## config.mk

```make
export PLATFORM = sky130hd
export DESIGN_NAME = tmr_regif
export DESIGN_NICKNAME = d
export VERILOG_FILES = /design/src/rtl/tmr_regif_pkg.sv /design/src/rtl/tmr_regif_ctrl.sv /design/src/rtl/tmr_regif_dp.sv /design/src/rtl/tmr_regif.sv
export SDC_FILE = /design/constraint.sdc
export NUM_CORES = 2
export LEC_CHECK = 0
export BUFFER_PORTS_ARGS = -buffer_cell sky130_fd_sc_hd__buf_2
export CORE_AREA = 3 3 625 627
export DETAILED_ROUTE_END_ITERATION = 16
export DIE_AREA = 0 0 628 630
export GPL_TIMING_DRIVEN = 0
export HOLD_SLACK_MARGIN = 0.06
export PLACE_DENSITY = 0.33
export SYNTH_ARGS = -nofsm -noshare
export SYNTH_HDL_FRONTEND = slang
export SYNTH_HIERARCHICAL = 1
export SYNTH_SLANG_ARGS = --single-unit
```

## constraint.sdc

```tcl
create_clock -name clk -period 3.5 [get_ports clk]
set_input_delay 0.175 -clock clk [delete_from_list [all_inputs] [get_ports clk]]
set_output_delay 0.175 -clock clk [all_outputs]
set_load 0.005 [all_outputs]
```

## src/rtl/tmr_regif_pkg.sv

```systemverilog
package tmr_regif_pkg;

  localparam int CH_IDX_W     = 5;
  localparam int CH_STRIDE_SH = 5;
  localparam int CH_STRIDE    = 32;

  localparam int OFF_CAP     = 'h000;
  localparam int OFF_CFG     = 'h010;
  localparam int OFF_ISR     = 'h020;
  localparam int OFF_CNT     = 'h0F0;
  localparam int OFF_CH_BASE = 'h100;

  localparam int CFG_LEGACY_BIT = 1;
  localparam int CH_PERCAP_BIT  = 4;
  localparam int CH_MODE32_BIT  = 8;
  localparam int CH_MSGCAP_BIT  = 15;

  // route capability, message capability, size capability, periodic capability
  localparam logic [63:0] CH_RO_MASK = 64'hFFFF_FFFF_0000_8030;

  typedef enum logic [2:0] {
    SEL_NONE,
    SEL_CAP,
    SEL_CFG,
    SEL_ISR,
    SEL_CNT,
    SEL_CHCFG,
    SEL_CHCMP,
    SEL_CHMSG
  } regSel_e;

  typedef struct packed {
    logic                rdEn;
    logic                wrEn;
    regSel_e             sel;
    logic [CH_IDX_W-1:0] ch;
    logic                narrow;
    logic                upper;
  } accCmd_t;

  function automatic logic [63:0] mergeWord(input logic [63:0] oldVal,
                                            input logic [63:0] newVal,
                                            input logic [63:0] mask);
    return (oldVal & ~mask) | (newVal & mask);
  endfunction

endpackage

```

## src/rtl/tmr_regif_ctrl.sv

```systemverilog
module tmr_regif_ctrl
  import tmr_regif_pkg::*;
#(
  parameter int ADDR_W = 12,
  parameter int NUM_CH = 8
) (
  input  logic              clk,
  input  logic              rstN,
  input  logic              reqValid,
  input  logic              reqWrite,
  input  logic [3:0]        reqSize,
  input  logic [ADDR_W-1:0] reqAddr,
  output accCmd_t           cmd,
  output logic              respAck
);

  localparam logic [ADDR_W-1:0] A_CAP     = ADDR_W'(OFF_CAP);
  localparam logic [ADDR_W-1:0] A_CFG     = ADDR_W'(OFF_CFG);
  localparam logic [ADDR_W-1:0] A_ISR     = ADDR_W'(OFF_ISR);
  localparam logic [ADDR_W-1:0] A_CNT     = ADDR_W'(OFF_CNT);
  localparam logic [ADDR_W-1:0] A_CH_BASE = ADDR_W'(OFF_CH_BASE);
  localparam logic [ADDR_W-1:0] A_CH_END  = ADDR_W'(OFF_CH_BASE + NUM_CH * CH_STRIDE);

  logic              isWide;
  logic              isNarrow;
  logic              aligned;
  logic              legal;
  logic [ADDR_W-1:0] regAddr;
  logic [ADDR_W-1:0] relAddr;
  regSel_e           sel;
  logic [CH_IDX_W-1:0] chIdx;

  always_comb begin
    isWide   = (reqSize == 4'd8);
    isNarrow = (reqSize == 4'd4);
    aligned  = isWide ? (reqAddr[2:0] == 3'b000) : (reqAddr[1:0] == 2'b00);
    legal    = reqValid && (isWide || isNarrow) && aligned;
    regAddr  = {reqAddr[ADDR_W-1:3], 3'b000};
    relAddr  = regAddr - A_CH_BASE;
    sel      = SEL_NONE;
    chIdx    = '0;
    if (regAddr == A_CAP)      sel = SEL_CAP;
    else if (regAddr == A_CFG) sel = SEL_CFG;
    else if (regAddr == A_ISR) sel = SEL_ISR;
    else if (regAddr == A_CNT) sel = SEL_CNT;
    else if (regAddr >= A_CH_BASE && regAddr < A_CH_END) begin
      chIdx = relAddr[CH_IDX_W+CH_STRIDE_SH-1:CH_STRIDE_SH];
      case (relAddr[4:3])
        2'd0:    sel = SEL_CHCFG;
        2'd1:    sel = SEL_CHCMP;
        2'd2:    sel = SEL_CHMSG;
        default: sel = SEL_NONE;
      endcase
    end
  end

  always_comb begin
    cmd.rdEn   = legal && !reqWrite && (sel != SEL_NONE);
    cmd.wrEn   = legal && reqWrite && (sel != SEL_NONE) && (sel != SEL_CAP);
    cmd.sel    = sel;
    cmd.ch     = chIdx;
    cmd.narrow = isNarrow;
    cmd.upper  = reqAddr[2];
  end

  always_ff @(posedge clk or negedge rstN) begin
    if (!rstN) respAck <= 1'b0;
    else       respAck <= reqValid;
  end

endmodule

```

## src/rtl/tmr_regif_dp.sv

```systemverilog
module tmr_regif_dp
  import tmr_regif_pkg::*;
#(
  parameter int          NUM_CH    = 8,
  parameter logic [15:0] VENDOR_ID = 16'h1D0F,
  parameter logic [31:0] TICK_FS   = 32'd59604644,
  parameter logic [31:0] ROUTE_CAP = 32'h00F0_0000
) (
  input  logic                  clk,
  input  logic                  rstN,
  input  accCmd_t               cmd,
  input  logic [63:0]           reqWdata,
  input  logic [31:0]           cntValue,
  input  logic [NUM_CH-1:0]     isrValue,
  input  logic [NUM_CH*32-1:0]  cmpValueFlat,
  output logic [63:0]           respRdata,
  output logic [63:0]           genCfg,
  output logic [NUM_CH*64-1:0]  chCfgFlat,
  output logic [NUM_CH*64-1:0]  chMsgFlat,
  output logic                  cfgWrStb,
  output logic                  cntWrStb,
  output logic [31:0]           cntWrData,
  output logic                  isrClrStb,
  output logic [NUM_CH-1:0]     isrClrMask,
  output logic [NUM_CH-1:0]     chCfgWrStb,
  output logic [NUM_CH-1:0]     cmpWrStb,
  output logic [31:0]           cmpWrData
);

  localparam int          CH_SEL_W  = $clog2(NUM_CH);
  localparam logic [4:0]  CH_COUNT  = 5'(NUM_CH - 1);
  localparam logic [63:0] CAP_VALUE = {TICK_FS, VENDOR_ID, 3'b000, CH_COUNT, 8'h01};
  localparam logic [63:0] CH_RESET  = {ROUTE_CAP, 32'h0}
                                    | (64'd1 << CH_PERCAP_BIT)
                                    | (64'd1 << CH_MSGCAP_BIT);
  localparam logic [63:0] CH_FORCE0 = CH_RO_MASK | (64'd1 << CH_MODE32_BIT);

  logic [CH_SEL_W-1:0] chSel;
  logic                loEn;
  logic                hiEn;
  logic [63:0]         wrMask;
  logic [63:0]         wrData;
  logic [63:0]         wrBits;
  logic [31:0]         cmpSel;
  logic [63:0]         oldVal;
  logic [63:0]         merged;
  logic [63:0]         cfgNext;
  logic [63:0]         chCfgNext;
  logic [63:0]         rdShaped;
  logic [NUM_CH-1:0]   chHit;
  logic [63:0]         chCfgArr [NUM_CH];
  logic [63:0]         chMsgArr [NUM_CH];
  logic [63:0]         genCfgQ;

  always_comb begin
    chSel  = cmd.ch[CH_SEL_W-1:0];
    loEn   = !cmd.narrow || !cmd.upper;
    hiEn   = !cmd.narrow || cmd.upper;
    wrMask = {{32{hiEn}}, {32{loEn}}};
    wrData = (cmd.narrow && cmd.upper) ? {reqWdata[31:0], 32'h0} : reqWdata;
    wrBits = wrData & wrMask;
    cmpSel = cmpValueFlat[{chSel, 5'b00000} +: 32];
    case (cmd.sel)
      SEL_CAP:   oldVal = CAP_VALUE;
      SEL_CFG:   oldVal = genCfgQ;
      SEL_ISR:   oldVal = {{(64-NUM_CH){1'b0}}, isrValue};
      SEL_CNT:   oldVal = {32'h0, cntValue};
      SEL_CHCFG: oldVal = chCfgArr[chSel];
      SEL_CHCMP: oldVal = {32'h0, cmpSel};
      SEL_CHMSG: oldVal = chMsgArr[chSel];
      default:   oldVal = 64'h0;
    endcase
    merged    = mergeWord(oldVal, wrData, wrMask);
    cfgNext   = merged & ~(64'd1 << CFG_LEGACY_BIT);
    chCfgNext = (merged & ~CH_FORCE0) | (oldVal & CH_RO_MASK);
    rdShaped  = cmd.narrow ? {32'h0, (cmd.upper ? oldVal[63:32] : oldVal[31:0])} : oldVal;
  end

  for (genvar g = 0; g < NUM_CH; g++) begin : gCh
    logic [63:0] cfgQ;
    logic [63:0] msgQ;

    assign chHit[g] = (chSel == CH_SEL_W'(g));

    always_ff @(posedge clk or negedge rstN) begin
      if (!rstN) begin
        cfgQ <= CH_RESET;
        msgQ <= 64'h0;
      end else if (cmd.wrEn && chHit[g]) begin
        if (cmd.sel == SEL_CHCFG) cfgQ <= chCfgNext;
        if (cmd.sel == SEL_CHMSG) msgQ <= merged;
      end
    end

    assign chCfgArr[g]          = cfgQ;
    assign chMsgArr[g]          = msgQ;
    assign chCfgFlat[g*64 +: 64] = cfgQ;
    assign chMsgFlat[g*64 +: 64] = msgQ;
  end

  always_ff @(posedge clk or negedge rstN) begin
    if (!rstN) begin
      genCfgQ    <= 64'h0;
      respRdata  <= 64'h0;
      cfgWrStb   <= 1'b0;
      cntWrStb   <= 1'b0;
      cntWrData  <= 32'h0;
      isrClrStb  <= 1'b0;
      isrClrMask <= '0;
      chCfgWrStb <= '0;
      cmpWrStb   <= '0;
      cmpWrData  <= 32'h0;
    end else begin
      respRdata  <= cmd.rdEn ? rdShaped : 64'h0;
      cfgWrStb   <= cmd.wrEn && (cmd.sel == SEL_CFG);
      cntWrStb   <= cmd.wrEn && (cmd.sel == SEL_CNT);
      isrClrStb  <= cmd.wrEn && (cmd.sel == SEL_ISR);
      chCfgWrStb <= (cmd.wrEn && (cmd.sel == SEL_CHCFG)) ? chHit : '0;
      cmpWrStb   <= (cmd.wrEn && (cmd.sel == SEL_CHCMP)) ? chHit : '0;
      if (cmd.wrEn && (cmd.sel == SEL_CFG)) genCfgQ <= cfgNext;
      if (cmd.wrEn && (cmd.sel == SEL_CNT)) cntWrData <= merged[31:0];
      if (cmd.wrEn && (cmd.sel == SEL_CHCMP)) cmpWrData <= merged[31:0];
      if (cmd.wrEn && (cmd.sel == SEL_ISR)) isrClrMask <= wrBits[NUM_CH-1:0] & isrValue;
    end
  end

  assign genCfg = genCfgQ;

endmodule

```

## src/rtl/tmr_regif.sv

```systemverilog
module tmr_regif
  import tmr_regif_pkg::*;
#(
  parameter int          ADDR_W    = 12,
  parameter int          NUM_CH    = 8,
  parameter logic [15:0] VENDOR_ID = 16'h1D0F,
  parameter logic [31:0] TICK_FS   = 32'd59604644,
  parameter logic [31:0] ROUTE_CAP = 32'h00F0_0000
) (
  input  logic                  clk,
  input  logic                  rstN,
  input  logic                  reqValid,
  input  logic                  reqWrite,
  input  logic [3:0]            reqSize,
  input  logic [ADDR_W-1:0]     reqAddr,
  input  logic [63:0]           reqWdata,
  output logic                  respAck,
  output logic [63:0]           respRdata,
  input  logic [31:0]           cntValue,
  input  logic [NUM_CH-1:0]     isrValue,
  input  logic [NUM_CH*32-1:0]  cmpValueFlat,
  output logic [63:0]           genCfg,
  output logic [NUM_CH*64-1:0]  chCfgFlat,
  output logic [NUM_CH*64-1:0]  chMsgFlat,
  output logic                  cfgWrStb,
  output logic                  cntWrStb,
  output logic [31:0]           cntWrData,
  output logic                  isrClrStb,
  output logic [NUM_CH-1:0]     isrClrMask,
  output logic [NUM_CH-1:0]     chCfgWrStb,
  output logic [NUM_CH-1:0]     cmpWrStb,
  output logic [31:0]           cmpWrData
);

  accCmd_t cmd;

  tmr_regif_ctrl #(
    .ADDR_W (ADDR_W),
    .NUM_CH (NUM_CH)
  ) u_ctrl (
    .clk      (clk),
    .rstN     (rstN),
    .reqValid (reqValid),
    .reqWrite (reqWrite),
    .reqSize  (reqSize),
    .reqAddr  (reqAddr),
    .cmd      (cmd),
    .respAck  (respAck)
  );

  tmr_regif_dp #(
    .NUM_CH    (NUM_CH),
    .VENDOR_ID (VENDOR_ID),
    .TICK_FS   (TICK_FS),
    .ROUTE_CAP (ROUTE_CAP)
  ) u_dp (
    .clk          (clk),
    .rstN         (rstN),
    .cmd          (cmd),
    .reqWdata     (reqWdata),
    .cntValue     (cntValue),
    .isrValue     (isrValue),
    .cmpValueFlat (cmpValueFlat),
    .respRdata    (respRdata),
    .genCfg       (genCfg),
    .chCfgFlat    (chCfgFlat),
    .chMsgFlat    (chMsgFlat),
    .cfgWrStb     (cfgWrStb),
    .cntWrStb     (cntWrStb),
    .cntWrData    (cntWrData),
    .isrClrStb    (isrClrStb),
    .isrClrMask   (isrClrMask),
    .chCfgWrStb   (chCfgWrStb),
    .cmpWrStb     (cmpWrStb),
    .cmpWrData    (cmpWrData)
  );

endmodule

```

==> results.txt <==
Outcome: finished with violations
Violated checks: setup timing
RSZ-0062 raised after global routing: yes
Initial Utilization: 14.1%
Post-route setup slack: -0.128 ns
Nature of the critical path endpoint: register
CP peak stage delay: 0.48 ns
Global-route wire length before repair: 725000 um
Final HPWL from detailed placement: 468000 um
Cell Count, Final, Fillers Out: 13100
Pleak: 40.2 nW
H-tree depth: 4
Startpoint Class: input pin
Die Area: 396000 um2
Vias in the first global route: 57400
Worst-case clock skew: 0.0816 ns
Reg clk slew, reported paths: 0.05 ns
CTS Buf Count: 171
Vias per cell: 4.47
Average wire per standard cell: 45.6 um
Final period utilization: 104%
CTS Sinks: 1235
Most common cell on crit path: buf_12
Max_cap viols: 0
Buffers added on ports: 1614
Ordered list of cells on the worst path: buf_8 -> inv_4 -> ha_4 -> or4b_4 -> o21ai_4 -> and2_4 -> nor2b_4 -> and2_4 -> buf_16 -> buf_16 -> buf_16 -> buf_12 -> buf_12 -> mux2i_2 -> a221oi_2 -> o221ai_2 -> o2111ai_4 -> o22ai_2 -> buf_12 -> buf_12 -> buf_12 -> o21ai_2
Io pins: 1624
Final hold slack: 0.0810 ns
Share of cells above drive strength 1: 43.0%
Tmin final: 3.63 ns
Syn. warnings: 6
Fill cells: 42000
CP top delay family: buffers and inverters
Initial antenna violation count: 115
Multi-input logic area: 23400 um2
Final setup viols: 236
Dpl cells: 12200
Critical path class: in2reg
Total grt overflow: 0
Power density over the cells: 413 nW/um2
Pin count of the biggest net entering global routing: 153
Drt total wl: 596000 um
R2R Setup Slk: 0.53 ns
Syn-to-layout area delta: 62.2%
Transition time of the tightest slew-check pin: 1.45 ns
CTS max path bufs: 4
Tot GR Track Use: 28.8%
Placer Congestion: 0.905
DRC viols: 0
DIE HEIGHT: 630 um
CP arrival: 4.39 ns
Nets: 8052
Crit path buf inv count: 10
CP required: 4.26 ns
DRT Pass-1 Iters: 6
Max FO, Critical Path: 7
Core ar.: 385000 um2
Maximum VDD drop: 0.000387 V
Max Clock Freq: 0.276 GHz
Die Span X: 628 um
Antenna viol nets, final: 0
CTS root buf: clkbuf_16
CP max-delay cell: or4b_4
Worst skew pair latency: 0.92 ns
Slew headroom: 3.25%
Max-slew violations: 0
CTS tree: built
FP Rows: 228
Vias after detailed routing: 58400
Syn Inst Count: 5356
Min-delay worst type: in2reg
Final hold vios: 0
DR iter-0 viols: 5765
Post-Syn Area per Cell: 10.2 um2
Register area: 31000 um2
Post-Syn Area: 54400 um2
==> metal layers <==
metal	routed length, um	vias up	track usage [%]
met5	205	-	0
met4	37300	30	13.4
met3	41400	835	6.48
met2	290000	3170	50.1
met1	227000	30800	33.4
li1	-	23600	-
==> worst register-to-register path: stages (launching register included) <==
cell and delay [ns]:
dfrtp_1 0.61, mux2i_1 0.48, o22ai_1 0.13, o221ai_1 0.27, o21ai_1 0.31, o31ai_4 0.37
buf_12 0.17, clkbuf_8 0.28, o21ai_0 0.16
==> registers in the layout, summed over array words and instances, names as in the netlist, 8 cells and up <==
signal / cells
u_dp/cntWrData: 32
u_dp/gCh.cfgQ: 504
u_dp/gCh.msgQ: 512
u_dp/cmpWrData: 32
u_dp/chCfgWrStb: 8
u_dp/genCfg: 63
u_dp/respRdata: 64
u_dp/isrClrMask: 8
u_dp/cmpWrStb: 8
==> power breakdown <==
part           internal, mW  switching, mW  total (mW)
sequential             14.3        0.00225        14.3
clock                  10.9           7.92        18.8
combinational          1.15           2.22        3.37
==> timing repair <==
item,in CTS,in global routing
buffers inserted,234,71
cloned,19,22
setup endpoints to repair,938,847
endpoints found under the hold margin,691,2
pin swaps,134,130
hold buffers,97,2
gates resized for setup,1164,617
==> final cells by class <==
type                            count  area share [%]
Antenna cell                       86           0.244
Inverter                          159           0.693
Multi-Input combinational cell   3209            26.5
Clock inverter                     67            1.06
Tap cell                         5175            7.34
Buffer                            755            6.75
Sequential cell                  1235            35.1
Timing Repair Buffer             2137            16.8
Clock buffer                      244            5.49
==> placed cells by master (no fill, tap or decap), types with 29 or more instances in the layout <==
master and instances:
dfstp_2 48, buf_16 69, a221oi_2 41, buf_12 145
diode_2 86, nor2_1 321, a221oi_1 90, a21oi_1 223
o21ai_0 520, clkbuf_4 39, inv_1 154, a21oi_2 95
o21ai_1 41, nand2_1 632, o21ai_2 87, clkbuf_2 100
o22ai_1 127, dfrtp_1 1187, buf_2 1634, clkbuf_16 194
buf_6 69, mux2i_2 52, buf_4 251, o22ai_2 30
mux2i_4 40, o221ai_1 35, clkbuf_8 56, clkbuf_1 410
buf_8 67, o221ai_2 73, a222oi_1 29, mux2i_1 372
dlygate4sd3_1 98
==> path summary, 6_finish.rpt <==
path,start,depth (start not counted),to
max,reqAddr[4],22,u_dp/gCh[5].msgQ[26]$_DFFE_PN0P_
min,cmpValueFlat[1],5,u_dp/gCh[4].msgQ[1]$_DFFE_PN0P_
max reg2reg,u_dp/gCh[2].msgQ[15]$_DFFE_PN0P_,8,u_dp/cmpWrData[15]$_DFFE_PN0P_
min reg2reg,u_dp/gCh[6].cfgQ[15]$_DFFE_PN1P_,1,u_dp/gCh[6].cfgQ[15]$_DFFE_PN1P_
max in group asynchronous,rstN,7,u_dp/respRdata[50]$_DFF_PN0_
min in group asynchronous,rstN,4,u_dp/cntWrData[16]$_DFFE_PN0P_
==> through the flow <==
step                      setup TNS (ns)  utilization [%]  total power, mW  setup slack, ns  area [um2]
final                             -11.70             22.9             36.5           -0.128       88200
after global routing              -26.13             22.9             37.4           -0.173       88200
after CTS                         -0.647             22.1             36.6          -0.0540       85000
after detailed placement        -3016.26             18.4             16.9            -4.11       70800
after global placement                 -             17.9             16.8           -28.74       69100
after floorplan                        0                -             15.1          0.00782       54500
(Power assumes the default switching activity.)
